$ cat config.mk
export PLATFORM = sky130hd
export DESIGN_NAME = pwm_saw_channel
export DESIGN_NICKNAME = d
export VERILOG_FILES = /design/src/rtl/pwm_saw_pkg.sv /design/src/rtl/pwm_saw_prescaler.sv /design/src/rtl/pwm_saw_counter.sv /design/src/rtl/pwm_saw_pin.sv /design/src/rtl/pwm_saw_channel.sv
export SDC_FILE = /design/constraint.sdc
export NUM_CORES = 1
export LEC_CHECK = 0
export BUFFER_PORTS_ARGS = -buffer_cell sky130_fd_sc_hd__buf_2
export CAP_MARGIN = 0
export CORE_ASPECT_RATIO = 0.6
export CORE_MARGIN = 5
export CORE_UTILIZATION = 56
export CTS_BUF_LIST = sky130_fd_sc_hd__clkbuf_8 sky130_fd_sc_hd__clkbuf_16
export CTS_CLUSTER_DIAMETER = 30
export DETAILED_ROUTE_END_ITERATION = 6
export GPL_TIMING_DRIVEN = 1
export PLACE_DENSITY = 0.74
export SETUP_SLACK_MARGIN = 0.1
export SLEW_MARGIN = 20
export SYNTH_ARGS = -nofsm -noshare
export SYNTH_HDL_FRONTEND = slang
export SYNTH_SLANG_ARGS = --single-unit
export TNS_END_PERCENT = 5
$ cat constraint.sdc
create_clock -name clk -period 5.4 [get_ports clk]
set_input_delay 1.08 -clock clk [delete_from_list [all_inputs] [get_ports clk]]
set_output_delay 1.08 -clock clk [all_outputs]
set_load 0.01 [all_outputs]
$ cat src/rtl/pwm_saw_pkg.sv
package pwm_saw_pkg;
  localparam int unsigned REG_W    = 32;
  localparam int unsigned N_PINS   = 2;
  localparam int unsigned N_PSEL   = 6;   // number of distinct prescaler ratios
  localparam int unsigned PSEL_W   = 3;
  localparam int unsigned MODE_W   = 3;

  localparam logic [7:0] OFS_CTRL  = 8'h2C;
  localparam logic [7:0] OFS_DIR   = 8'h30;
  localparam logic [7:0] OFS_IOC   = 8'h34;
  localparam logic [7:0] OFS_BUFEN = 8'h40;
  localparam logic [7:0] OFS_CNT   = 8'h48;
  localparam logic [7:0] OFS_CMPA  = 8'h4C;
  localparam logic [7:0] OFS_CMPB  = 8'h50;
  localparam logic [7:0] OFS_PER   = 8'h64;

  localparam int unsigned CTRL_MODE_LSB = 16;
  localparam int unsigned CTRL_PSEL_LSB = 24;
  localparam int unsigned IOC_STRIDE    = 16;  // pin B fields sit this far above pin A
  localparam int unsigned IOC_OE_OFS    = 8;
  localparam logic [REG_W-1:0] IOC_MASK = 32'h011F_011F;

  typedef enum logic [1:0] {
    ACT_HOLD   = 2'd0,
    ACT_LOW    = 2'd1,
    ACT_HIGH   = 2'd2,
    ACT_TOGGLE = 2'd3
  } pin_act_e;

  typedef struct packed {
    logic     init_hi;    // bit 4
    pin_act_e end_act;    // bits 3:2
    pin_act_e match_act;  // bits 1:0
  } pin_code_t;

  function automatic logic apply_act(input pin_act_e act, input logic lvl);
    case (act)
      ACT_LOW:    return 1'b0;
      ACT_HIGH:   return 1'b1;
      ACT_TOGGLE: return ~lvl;
      default:    return lvl;
    endcase
  endfunction
endpackage

$ cat src/rtl/pwm_saw_prescaler.sv
module pwm_saw_prescaler #(
  parameter int unsigned N_CODES = 6,
  parameter int unsigned SEL_W   = 3
) (
  input  logic             clk,
  input  logic             rst_n,
  input  logic             run,
  input  logic [SEL_W-1:0] sel,
  output logic             tick
);
  localparam int unsigned DIV_W = (N_CODES > 1) ? 2 * (N_CODES - 1) : 1;
  localparam logic [SEL_W-1:0] SEL_MAX = SEL_W'(N_CODES - 1);

  logic [SEL_W-1:0] code;
  logic [DIV_W-1:0] limit;
  logic [DIV_W-1:0] pcnt_q;

  // Out-of-range codes clamp to the slowest ratio.
  always_comb begin
    code  = (sel > SEL_MAX) ? SEL_MAX : sel;
    limit = DIV_W'((33'd1 << (2 * code)) - 33'd1);
  end

  assign tick = run && (pcnt_q == limit);

  always_ff @(posedge clk or negedge rst_n) begin
    if (!rst_n)             pcnt_q <= '0;
    else if (!run || tick)  pcnt_q <= '0;
    else                    pcnt_q <= pcnt_q + 1'b1;
  end
endmodule

$ cat src/rtl/pwm_saw_counter.sv
module pwm_saw_counter #(
  parameter int unsigned W = 32
) (
  input  logic         clk,
  input  logic         rst_n,
  input  logic         step,
  input  logic         count_up,
  input  logic         load,
  input  logic [W-1:0] load_val,
  input  logic [W-1:0] period,
  output logic [W-1:0] cnt,
  output logic [W-1:0] nxt,
  output logic         wrap
);
  always_comb begin
    wrap = 1'b0;
    if (count_up) begin
      if (cnt >= period) begin
        nxt  = '0;
        wrap = 1'b1;
      end else begin
        nxt = cnt + 1'b1;
      end
    end else begin
      if (cnt == '0) begin
        nxt  = period;
        wrap = 1'b1;
      end else begin
        nxt = cnt - 1'b1;
      end
    end
  end

  always_ff @(posedge clk or negedge rst_n) begin
    if (!rst_n)     cnt <= '0;
    else if (load)  cnt <= load_val;
    else if (step)  cnt <= nxt;
  end
endmodule

$ cat src/rtl/pwm_saw_pin.sv
module pwm_saw_pin
  import pwm_saw_pkg::*;
(
  input  logic      clk,
  input  logic      rst_n,
  input  pin_code_t code,
  input  logic      oe,
  input  logic      run,
  input  logic      start,
  input  logic      step,
  input  logic      wrap,
  input  logic      match,
  output logic      pin
);
  logic lvl_q;
  logic lvl_d;

  // Cycle-end first, then the match action on top of its result.
  always_comb begin
    lvl_d = lvl_q;
    if (step && wrap)  lvl_d = apply_act(code.end_act, lvl_d);
    if (step && match) lvl_d = apply_act(code.match_act, lvl_d);
  end

  always_ff @(posedge clk or negedge rst_n) begin
    if (!rst_n)     lvl_q <= 1'b0;
    else if (start) lvl_q <= code.init_hi;
    else            lvl_q <= lvl_d;
  end

  assign pin = run && oe && lvl_q;
endmodule

$ cat src/rtl/pwm_saw_channel.sv
module pwm_saw_channel
  import pwm_saw_pkg::*;
#(
  parameter int unsigned ADDR_W = 8
) (
  input  logic              clk,
  input  logic              rst_n,
  input  logic              bus_valid,
  output logic              bus_ready,
  input  logic              bus_write,
  input  logic [ADDR_W-1:0] bus_addr,
  input  logic [REG_W-1:0]  bus_wdata,
  output logic              rd_valid,
  output logic [REG_W-1:0]  rd_data,
  output logic              pin_a,
  output logic              pin_b
);
  localparam logic [ADDR_W-1:0] A_CTRL  = ADDR_W'(OFS_CTRL);
  localparam logic [ADDR_W-1:0] A_DIR   = ADDR_W'(OFS_DIR);
  localparam logic [ADDR_W-1:0] A_IOC   = ADDR_W'(OFS_IOC);
  localparam logic [ADDR_W-1:0] A_BUFEN = ADDR_W'(OFS_BUFEN);
  localparam logic [ADDR_W-1:0] A_CNT   = ADDR_W'(OFS_CNT);
  localparam logic [ADDR_W-1:0] A_CMPA  = ADDR_W'(OFS_CMPA);
  localparam logic [ADDR_W-1:0] A_CMPB  = ADDR_W'(OFS_CMPB);
  localparam logic [ADDR_W-1:0] A_PER   = ADDR_W'(OFS_PER);

  // register state
  logic              start_q;
  logic [MODE_W-1:0] mode_q;
  logic [PSEL_W-1:0] psel_q;
  logic [1:0]        dir_q;
  logic [REG_W-1:0]  ioc_q;
  logic [1:0]        bufen_q;
  logic [REG_W-1:0]  cmp_q [N_PINS];
  logic [REG_W-1:0]  per_q;

  // datapath
  logic              wr_en, rd_en;
  logic              start_pulse;
  logic              run;
  logic              tick, step;
  logic              count_up;
  logic              cnt_load;
  logic [REG_W-1:0]  cnt, nxt;
  logic              wrap;
  logic [N_PINS-1:0] match;
  logic [N_PINS-1:0] pin_out;
  logic [REG_W-1:0]  rd_mux;

  assign bus_ready   = 1'b1;
  assign wr_en       = bus_valid && bus_write;
  assign rd_en       = bus_valid && !bus_write;
  assign start_pulse = wr_en && (bus_addr == A_CTRL) && bus_wdata[0] && !start_q;
  assign run         = start_q && (mode_q == '0);
  assign step        = tick;
  assign count_up    = dir_q[0];
  assign cnt_load    = wr_en && (bus_addr == A_CNT) && !start_q;

  always_ff @(posedge clk or negedge rst_n) begin
    if (!rst_n) begin
      start_q <= 1'b0;
      mode_q  <= '0;
      psel_q  <= '0;
      dir_q   <= 2'b11;
      ioc_q   <= '0;
      bufen_q <= '0;
      per_q   <= '1;
      for (int i = 0; i < int'(N_PINS); i++) cmp_q[i] <= '0;
    end else if (wr_en) begin
      case (bus_addr)
        A_CTRL: begin
          start_q <= bus_wdata[0];
          if (!start_q) begin
            mode_q <= bus_wdata[CTRL_MODE_LSB +: MODE_W];
            psel_q <= bus_wdata[CTRL_PSEL_LSB +: PSEL_W];
          end
        end
        A_DIR:   dir_q    <= bus_wdata[1:0];
        A_IOC:   ioc_q    <= bus_wdata & IOC_MASK;
        A_BUFEN: bufen_q  <= bus_wdata[1:0];
        A_CMPA:  cmp_q[0] <= bus_wdata;
        A_CMPB:  cmp_q[1] <= bus_wdata;
        A_PER:   per_q    <= bus_wdata;
        default: ;
      endcase
    end
  end

  always_comb begin
    rd_mux = '0;
    case (bus_addr)
      A_CTRL: begin
        rd_mux[0]                         = start_q;
        rd_mux[CTRL_MODE_LSB +: MODE_W]   = mode_q;
        rd_mux[CTRL_PSEL_LSB +: PSEL_W]   = psel_q;
      end
      A_DIR:   rd_mux[1:0] = dir_q;
      A_IOC:   rd_mux      = ioc_q;
      A_BUFEN: rd_mux[1:0] = bufen_q;
      A_CNT:   rd_mux      = cnt;
      A_CMPA:  rd_mux      = cmp_q[0];
      A_CMPB:  rd_mux      = cmp_q[1];
      A_PER:   rd_mux      = per_q;
      default: rd_mux      = '0;
    endcase
  end

  always_ff @(posedge clk or negedge rst_n) begin
    if (!rst_n) begin
      rd_valid <= 1'b0;
      rd_data  <= '0;
    end else begin
      rd_valid <= rd_en;
      if (rd_en) rd_data <= rd_mux;
    end
  end

  pwm_saw_prescaler #(.N_CODES(N_PSEL), .SEL_W(PSEL_W)) u_presc (
    .clk  (clk),
    .rst_n(rst_n),
    .run  (run),
    .sel  (psel_q),
    .tick (tick)
  );

  pwm_saw_counter #(.W(REG_W)) u_cnt (
    .clk     (clk),
    .rst_n   (rst_n),
    .step    (step),
    .count_up(count_up),
    .load    (cnt_load),
    .load_val(bus_wdata),
    .period  (per_q),
    .cnt     (cnt),
    .nxt     (nxt),
    .wrap    (wrap)
  );

  for (genvar g = 0; g < int'(N_PINS); g++) begin : g_pin
    assign match[g] = (nxt == cmp_q[g]);
    pwm_saw_pin u_pin (
      .clk  (clk),
      .rst_n(rst_n),
      .code (pin_code_t'(ioc_q[IOC_STRIDE*g +: 5])),
      .oe   (ioc_q[IOC_STRIDE*g + IOC_OE_OFS]),
      .run  (run),
      .start(start_pulse),
      .step (step),
      .wrap (wrap),
      .match(match[g]),
      .pin  (pin_out[g])
    );
  end

  assign pin_a = pin_out[0];
  assign pin_b = pin_out[1];
endmodule

==> impl_results.md, run 1 <==
- Status: finished clean
- Synthesis-stage register bit count: 196
- Area Overhead vs Synth: 11.7%
- Post-synth EDFFs: 0
- Synth top cells by count: 162 x dfrtp_1, 118 x nand2_1, 89 x o21ai_0
- Post-synth net total: 1475
- Number of buffers created by CTS: 17
- Synth cell types: 89
- Fmax: 199 MHz
- Die Y: 128 um
- Final Cycle Share: 93.1%
- WL final: 49100 um
- Fin. Hold Viols: 0
- # diodes: 0
- Worst-Skew Late Latency: 470 ps
- RSZ-0062 raised after global routing: no
- Initial Util: 56.5%
- Net total in the final layout: 1528
- Slowest-stage cell, CP: or4_1
- Critical Path AT: 5380 ps
- Slowest stage delay, CP: 700 ps
- Post-DR vias/cell: 7.00
- Fin. max-slew vios: 0
- Average size of a mapped cell: 9.31 um^2
- Post-CTS Resized: 0
- Clk_skew: 15.6 ps
- Initial antenna violation count: 0
- Detailed placement HPWL: 35000 um
- Dominant cell type by area after synthesis: dfrtp_1
- Synth warn: 0
- Worst path bufs/invs: 2
- Setup ws final: 373 ps
- CTS sink count: 196
- PortBufs: 78
- Detailed Route Iter0 Violations: 1971
- LEAKAGE: 6.40 nW
- GR Util All Layers: 37.8%
- CP endpoint kind: flip-flop
- Async SR Flop Fraction: 100%
- CTS max path bufs: 2
- Crit Path Category: reg -> reg
- Area share of the largest cell type after synthesis: 31.3%
- IO Pins: 80
- First-pass GRT wire length: 75100 um
- Site Rows: 43
- Final min period: 5030 ps
- CP Data Required Time: 5750 ps
- CP startpoint kind: flip-flop
- Post-CTS setup buffers: 0
- Register area share after synthesis: 38.1%
- GRT overflow: 0
- Worst-margin pin slew: 1160 ps
- Pin count of the biggest net entering global routing: 110
- CTS tree: done
- Routed WL per cell: 27.7 um
- # DRC: 0
- Hold_buf cts: 0
- Chip width: 206 um
- Synth area leaders: dfrtp_1 31%, mux2_2 7.2%, dfstp_2 6.9%
- Tot Pwr: 5.18 mW
- Die area: 26400 um^2
- Worst hold path type: reg -> reg
- CP delay by family, top: simple AND/OR/NAND/NOR gates
- Vias in the first global route: 11900
- DR vias: 12400
- Count leader, synth: dfrtp_1
- Top FF cell, synth: dfrtp_1
- Maximum vdd drop: 0.000278 V
- Max Cap Viol: 0
- Core ar.: 23000 um^2
- Final setup TNS: 0 ps
- Netlist Area Pre-Place: 13000 um^2
- Crit-path max FO: 28
- Crit path cell chain: inv_1 -> ha_1 -> nand4_1 -> or4_1 -> o32ai_1 -> or2_2 -> buf_12 -> o32ai_1 -> xnor2_1 -> o211ai_1 -> or4_1 -> o32a_1 -> o31a_1
- Share of cells above drive strength 1: 22.9%
- Pwr Density: 358 nW/um^2
- Routed Antenna Nets: 0
- Reg clk slew, reported paths: 80 ps
- GPL Wtd Cong: 1.03
- Rel. slew slack: 22.7%
- Dpl ws: 587 ps
- Final Util: 63.1%
- Drt pass-1 iters: 7
- Root buf cell: clkbuf_16
- H-tree depth: 4
- Post-Synthesis Cells: 1394
- # setup viols final: 0
-- per-stage QoR --
step	instances	hold slack, ps	instance area (um^2)
finish	1775	485	14500
floorplan	1394	450	13000
detailed placement	1743	462	13900
global placement	1743	453	13900
global route	1775	513	14500
CTS	1775	481	14500
-- routing by layer --
metal	GRT usage, %	up-vias	wire (um)	part of all wire [%]
met5	0	-	0	0
li1	-	5407	-	-
met1	58.0	6007	21700	44
met4	9.46	0	1020	2.1
met3	15.2	90	7640	16
met2	48.8	916	18800	38
-- path summary, 6_finish.rpt --
kind	to	start	cells past startpoint	slack, ps
min reg2reg	rd_data[25]	rd_data[25]	1	490
max reg2reg	g_pin[0].u_pin.lvl_q	per_q[30]	13	370
max in group asynchronous	per_q[22]	rst_n	2	3660
max	g_pin[0].u_pin.lvl_q	per_q[30]	13	370
min	rd_data[25]	rd_data[25]	1	490
min in group asynchronous	rd_data[1]	rst_n	1	720
-- cells by family (layout without fill, tap and decap cells) --
| family | after synthesis | in the layout | synth area share (%) |
|---|---|---|---|
| AND/OR/NAND/NOR | 414 | 414 | 17.0 |
| AO/OA/AOI/OAI | 388 | 388 | 22.4 |
| flip-flops | 196 | 196 | 38.1 |
| buffers and inverters | 189 | 255 | 5.82 |
| multiplexers | 86 | 86 | 7.44 |
| XOR/XNOR | 83 | 83 | 5.60 |
| adder cells (fa/ha/maj) | 37 | 37 | 3.57 |
| other | 1 | 1 | 0.0289 |
-- report_power, final --
part           internal [mW]  switching (mW)  total [mW]
registers               1.61           0.243        1.86
logic                  0.756            1.26        2.02
clock network          0.627           0.681        1.31
total                   3.00            2.19        5.18
-- flip-flops by register name, indices dropped and copies added, names as in the netlist --
| name | flops |
|---|---|
| u_cnt.cnt | 32 |
| ioc_q | 12 |
| mode_q | 3 |
| rd_valid | 1 |
| rd_data | 32 |
| psel_q | 3 |
| dir_q | 2 |
| per_q | 32 |
| g_pin.u_pin.lvl_q | 2 |
| start_q | 1 |
| cmp_q | 64 |
| u_presc.pcnt_q | 10 |
| bufen_q | 2 |
-- cells in the final DEF (no fill, tap or decap), types with 11 or more instances in the layout --
cell and instances:
dfrtp_1 162, nand2_1 118, o21ai_0 89, mux2_2 83, inv_1 78, buf_2 77
buf_4 64, nor2_1 58, xnor2_1 51, a22oi_1 40, a222oi_1 37, ha_1 37
nor3_1 36, nor4_1 34, dfstp_2 34, xor2_1 32, nand4_1 30, a21oi_1 29
nand3_1 28, or4_1 19, a22o_1 18, clkbuf_16 17, a31oi_1 16, o31ai_1 16
o32ai_1 13, o311ai_0 12, nand2b_1 11, o211ai_1 11
-- final cells by class --
cell class | count | area (um^2)
Fill cell | 1948 | 8480
Multi-Input combinational cell | 1009 | 7310
Sequential cell | 196 | 4950
Timing Repair Buffer | 145 | 940
Clock buffer | 17 | 425
Tap cell | 315 | 394
Inverter | 78 | 293
Clock inverter | 15 | 175
No activity file was read; power rests on OpenSTA's default activity.
==> run 2, diff against run 1 <==
- MAX_ROUTING_LAYER: default -> met4
==> impl_results.md, run 2 (synthesized netlist as in run 1, its figures left out) <==
- Status: finished clean
- RSZ-0062 raised after global routing: no
- DR vias: 12500 (+0.63%)
- Multi-input gate area: 7320 um^2 (about the same)
- Net total in the final layout: 1537 (+0.59%)
- CP startpoint kind: flip-flop
- Reg clk slew, reported paths: 80 ps (about the same)
- Worst-margin pin slew: 1080 ps (-80.3 ps)
- Worst-Skew Late Latency: 480 ps (about the same)
- # DRC: 0 (unchanged)
- Dpl ws: 616 ps (+28.8 ps)
- Root buf cell: clkbuf_16
- Fin. Hold Viols: 0 (unchanged)
- GR Util All Layers: 39.2% (+1.5 points)
- Placed Area: 13900 um^2 (+0.31%)
- Area Overhead vs Synth: 12.2%
- IO Pins: 80 (unchanged)
- Pwr Density: 357 nW/um^2 (-0.12%)
- Crit-path max FO: 24 (-14%)
- Share of cells above drive strength 1: 23.4% (+0.54 points)
- First-pass GRT wire length: 74800 um (-0.35%)
- Number of buffers created by CTS: 17 (unchanged)
- CTS max path bufs: 2 (unchanged)
- Seq. cell area: 4950 um^2 (unchanged)
- Final setup TNS: 0 ps (unchanged)
- GRT overflow: 0 (unchanged)
- CP endpoint kind: flip-flop
- Largest Register: cmp_q
- Max Cap Viol: 0 (unchanged)
- H-tree depth: 4 (unchanged)
- Core ar.: 23000 um^2 (unchanged)
- Initial Util: 56.5% (unchanged)
- Vias in the first global route: 11700 (-1.5%)
- WL final: 49800 um (+1.4%)
- Maximum vdd drop: 0.000258 V (-7.4%)
- Tot Pwr: 5.20 mW (+0.36%)
- Number of flip-flops in the largest register: 64 (unchanged)
- Setup ws final: 489 ps (+116 ps)
- Final instance area: 14600 um^2 (+0.48%)
- Routed WL per cell: 27.9 um (+0.74%)
- PortBufs: 78 (unchanged)
- GPL Wtd Cong: 1.08 (+4.4%)
- Initial antenna violation count: 2 (+2)
- Pin count of the biggest net entering global routing: 115 (+4.5%)
- Rel. slew slack: 28.2% (+5.5 points)
- Post-CTS setup buffers: 0 (unchanged)
- Detailed placement HPWL: 35800 um (+2.1%)
- Drt pass-1 iters: 6 (-1)
- Site Rows: 43 (unchanged)
- CP Data Required Time: 5760 ps (about the same)
- Detailed Route Iter0 Violations: 2092 (+6.1%)
- Clk_skew: 19.5 ps (+3.87 ps)
- Worst hold path type: reg -> reg
- Fin. max-slew vios: 0 (unchanged)
- Die area: 26400 um^2 (unchanged)
- Final Util: 63.4% (+0.30 points)
- CTS tree: done
- Hold_buf cts: 0 (unchanged)
- Commonest non-fill, non-tap cells in the layout: 162 x dfrtp_1, 117 x nand2_1, 89 x o21ai_0, 83 x mux2_2, 78 x inv_1
- Fmax: 204 MHz (+2.4%)
- LEAKAGE: 6.45 nW (+0.78%)
- Final min period: 4910 ps (-116 ps)
- Die Y: 128 um (unchanged)
- Fill count: 1947 (-0.051%)
- # setup viols final: 0 (unchanged)
- Chip width: 206 um (unchanged)
- Final Cycle Share: 90.9% (-2.1 points)
- Post-CTS Resized: 0 (unchanged)
- Crit Path Category: reg -> reg
- CTS sink count: 196 (unchanged)
- Routed Antenna Nets: 0 (unchanged)
- Critical Path AT: 5270 ps (-110 ps)
- Commonest non-fill, non-tap cell in the layout: dfrtp_1
- Post-DR vias/cell: 7.00 (about the same)
## run 2: changes by cell type in the layout (fill, tap and decap cells not counted), sizes merged
cell / previous run / this run
bufinv: 0 / 1
inv: 86 / 84
buf: 144 / 153
diode: 0 / 2
clkinv: 6 / 7
clkinvlp: 1 / 0
clkbuf: 18 / 19
## run 2: worst paths after layout
| kind | end | start | cells after the start | slack [ps] |
|---|---|---|---|---|
| max in group asynchronous | per_q[12] | rst_n | 2 | 3550 |
| worst max register to register | g_pin[0].u_pin.lvl_q | per_q[30] | 13 | 490 |
| worst min register to register | rd_data[26] | rd_data[26] | 1 | 490 |
| min in group asynchronous | rd_data[1] | rst_n | 1 | 720 |
| worst min-delay path | rd_data[26] | rd_data[26] | 1 | 490 |
| worst max-delay path | g_pin[0].u_pin.lvl_q | per_q[30] | 13 | 490 |
## run 2: routing by layer
layer / wire length, um / GRT usage, % / part of all wire, % / up-vias
li1: - / - / - / 5415
met1: 22100 / 58.6 / 44 / 6094
met2: 19100 / 49.4 / 38 / 910
met3: 7600 / 15.4 / 15 / 79
met4: 941 / 9.23 / 1.9 / 0
met5: 0 / - / 0 / -
## run 2: worst max-delay path, cell delays in order, from the launching register on
cell and delay, ps:
dfstp_2 540, inv_1 120, ha_1 330, nand4_1 220, or4_1 700, o32ai_1 230, or2_2 440, buf_4 360
o32ai_1 240, xnor2_1 400, o211ai_1 180, or4_1 560, o32a_1 370, o31a_1 100
## run 2: through the flow
step	hold slack, ps	instances
finish	490	1786
global route	521	1786
detailed placement	472	1752
CTS	493	1784
global placement	456	1752
floorplan	450	1394
## run 2: power by group
part	total, mW	internal (mW)	switching [mW]
registers	1.86	1.61	0.250
logic	1.99	0.759	1.23
clock network	1.35	0.680	0.668
## run 2: layout make-up
cell class              count  area share [%]
diodes                      2          0.0344
clock buffers              18            3.02
clock inverters            14            1.25
inverters                  78            2.01
multi-input cells        1009            50.3
flip-flops and latches    196            34.0
well taps                 315            2.71
repair buffers            154            6.75
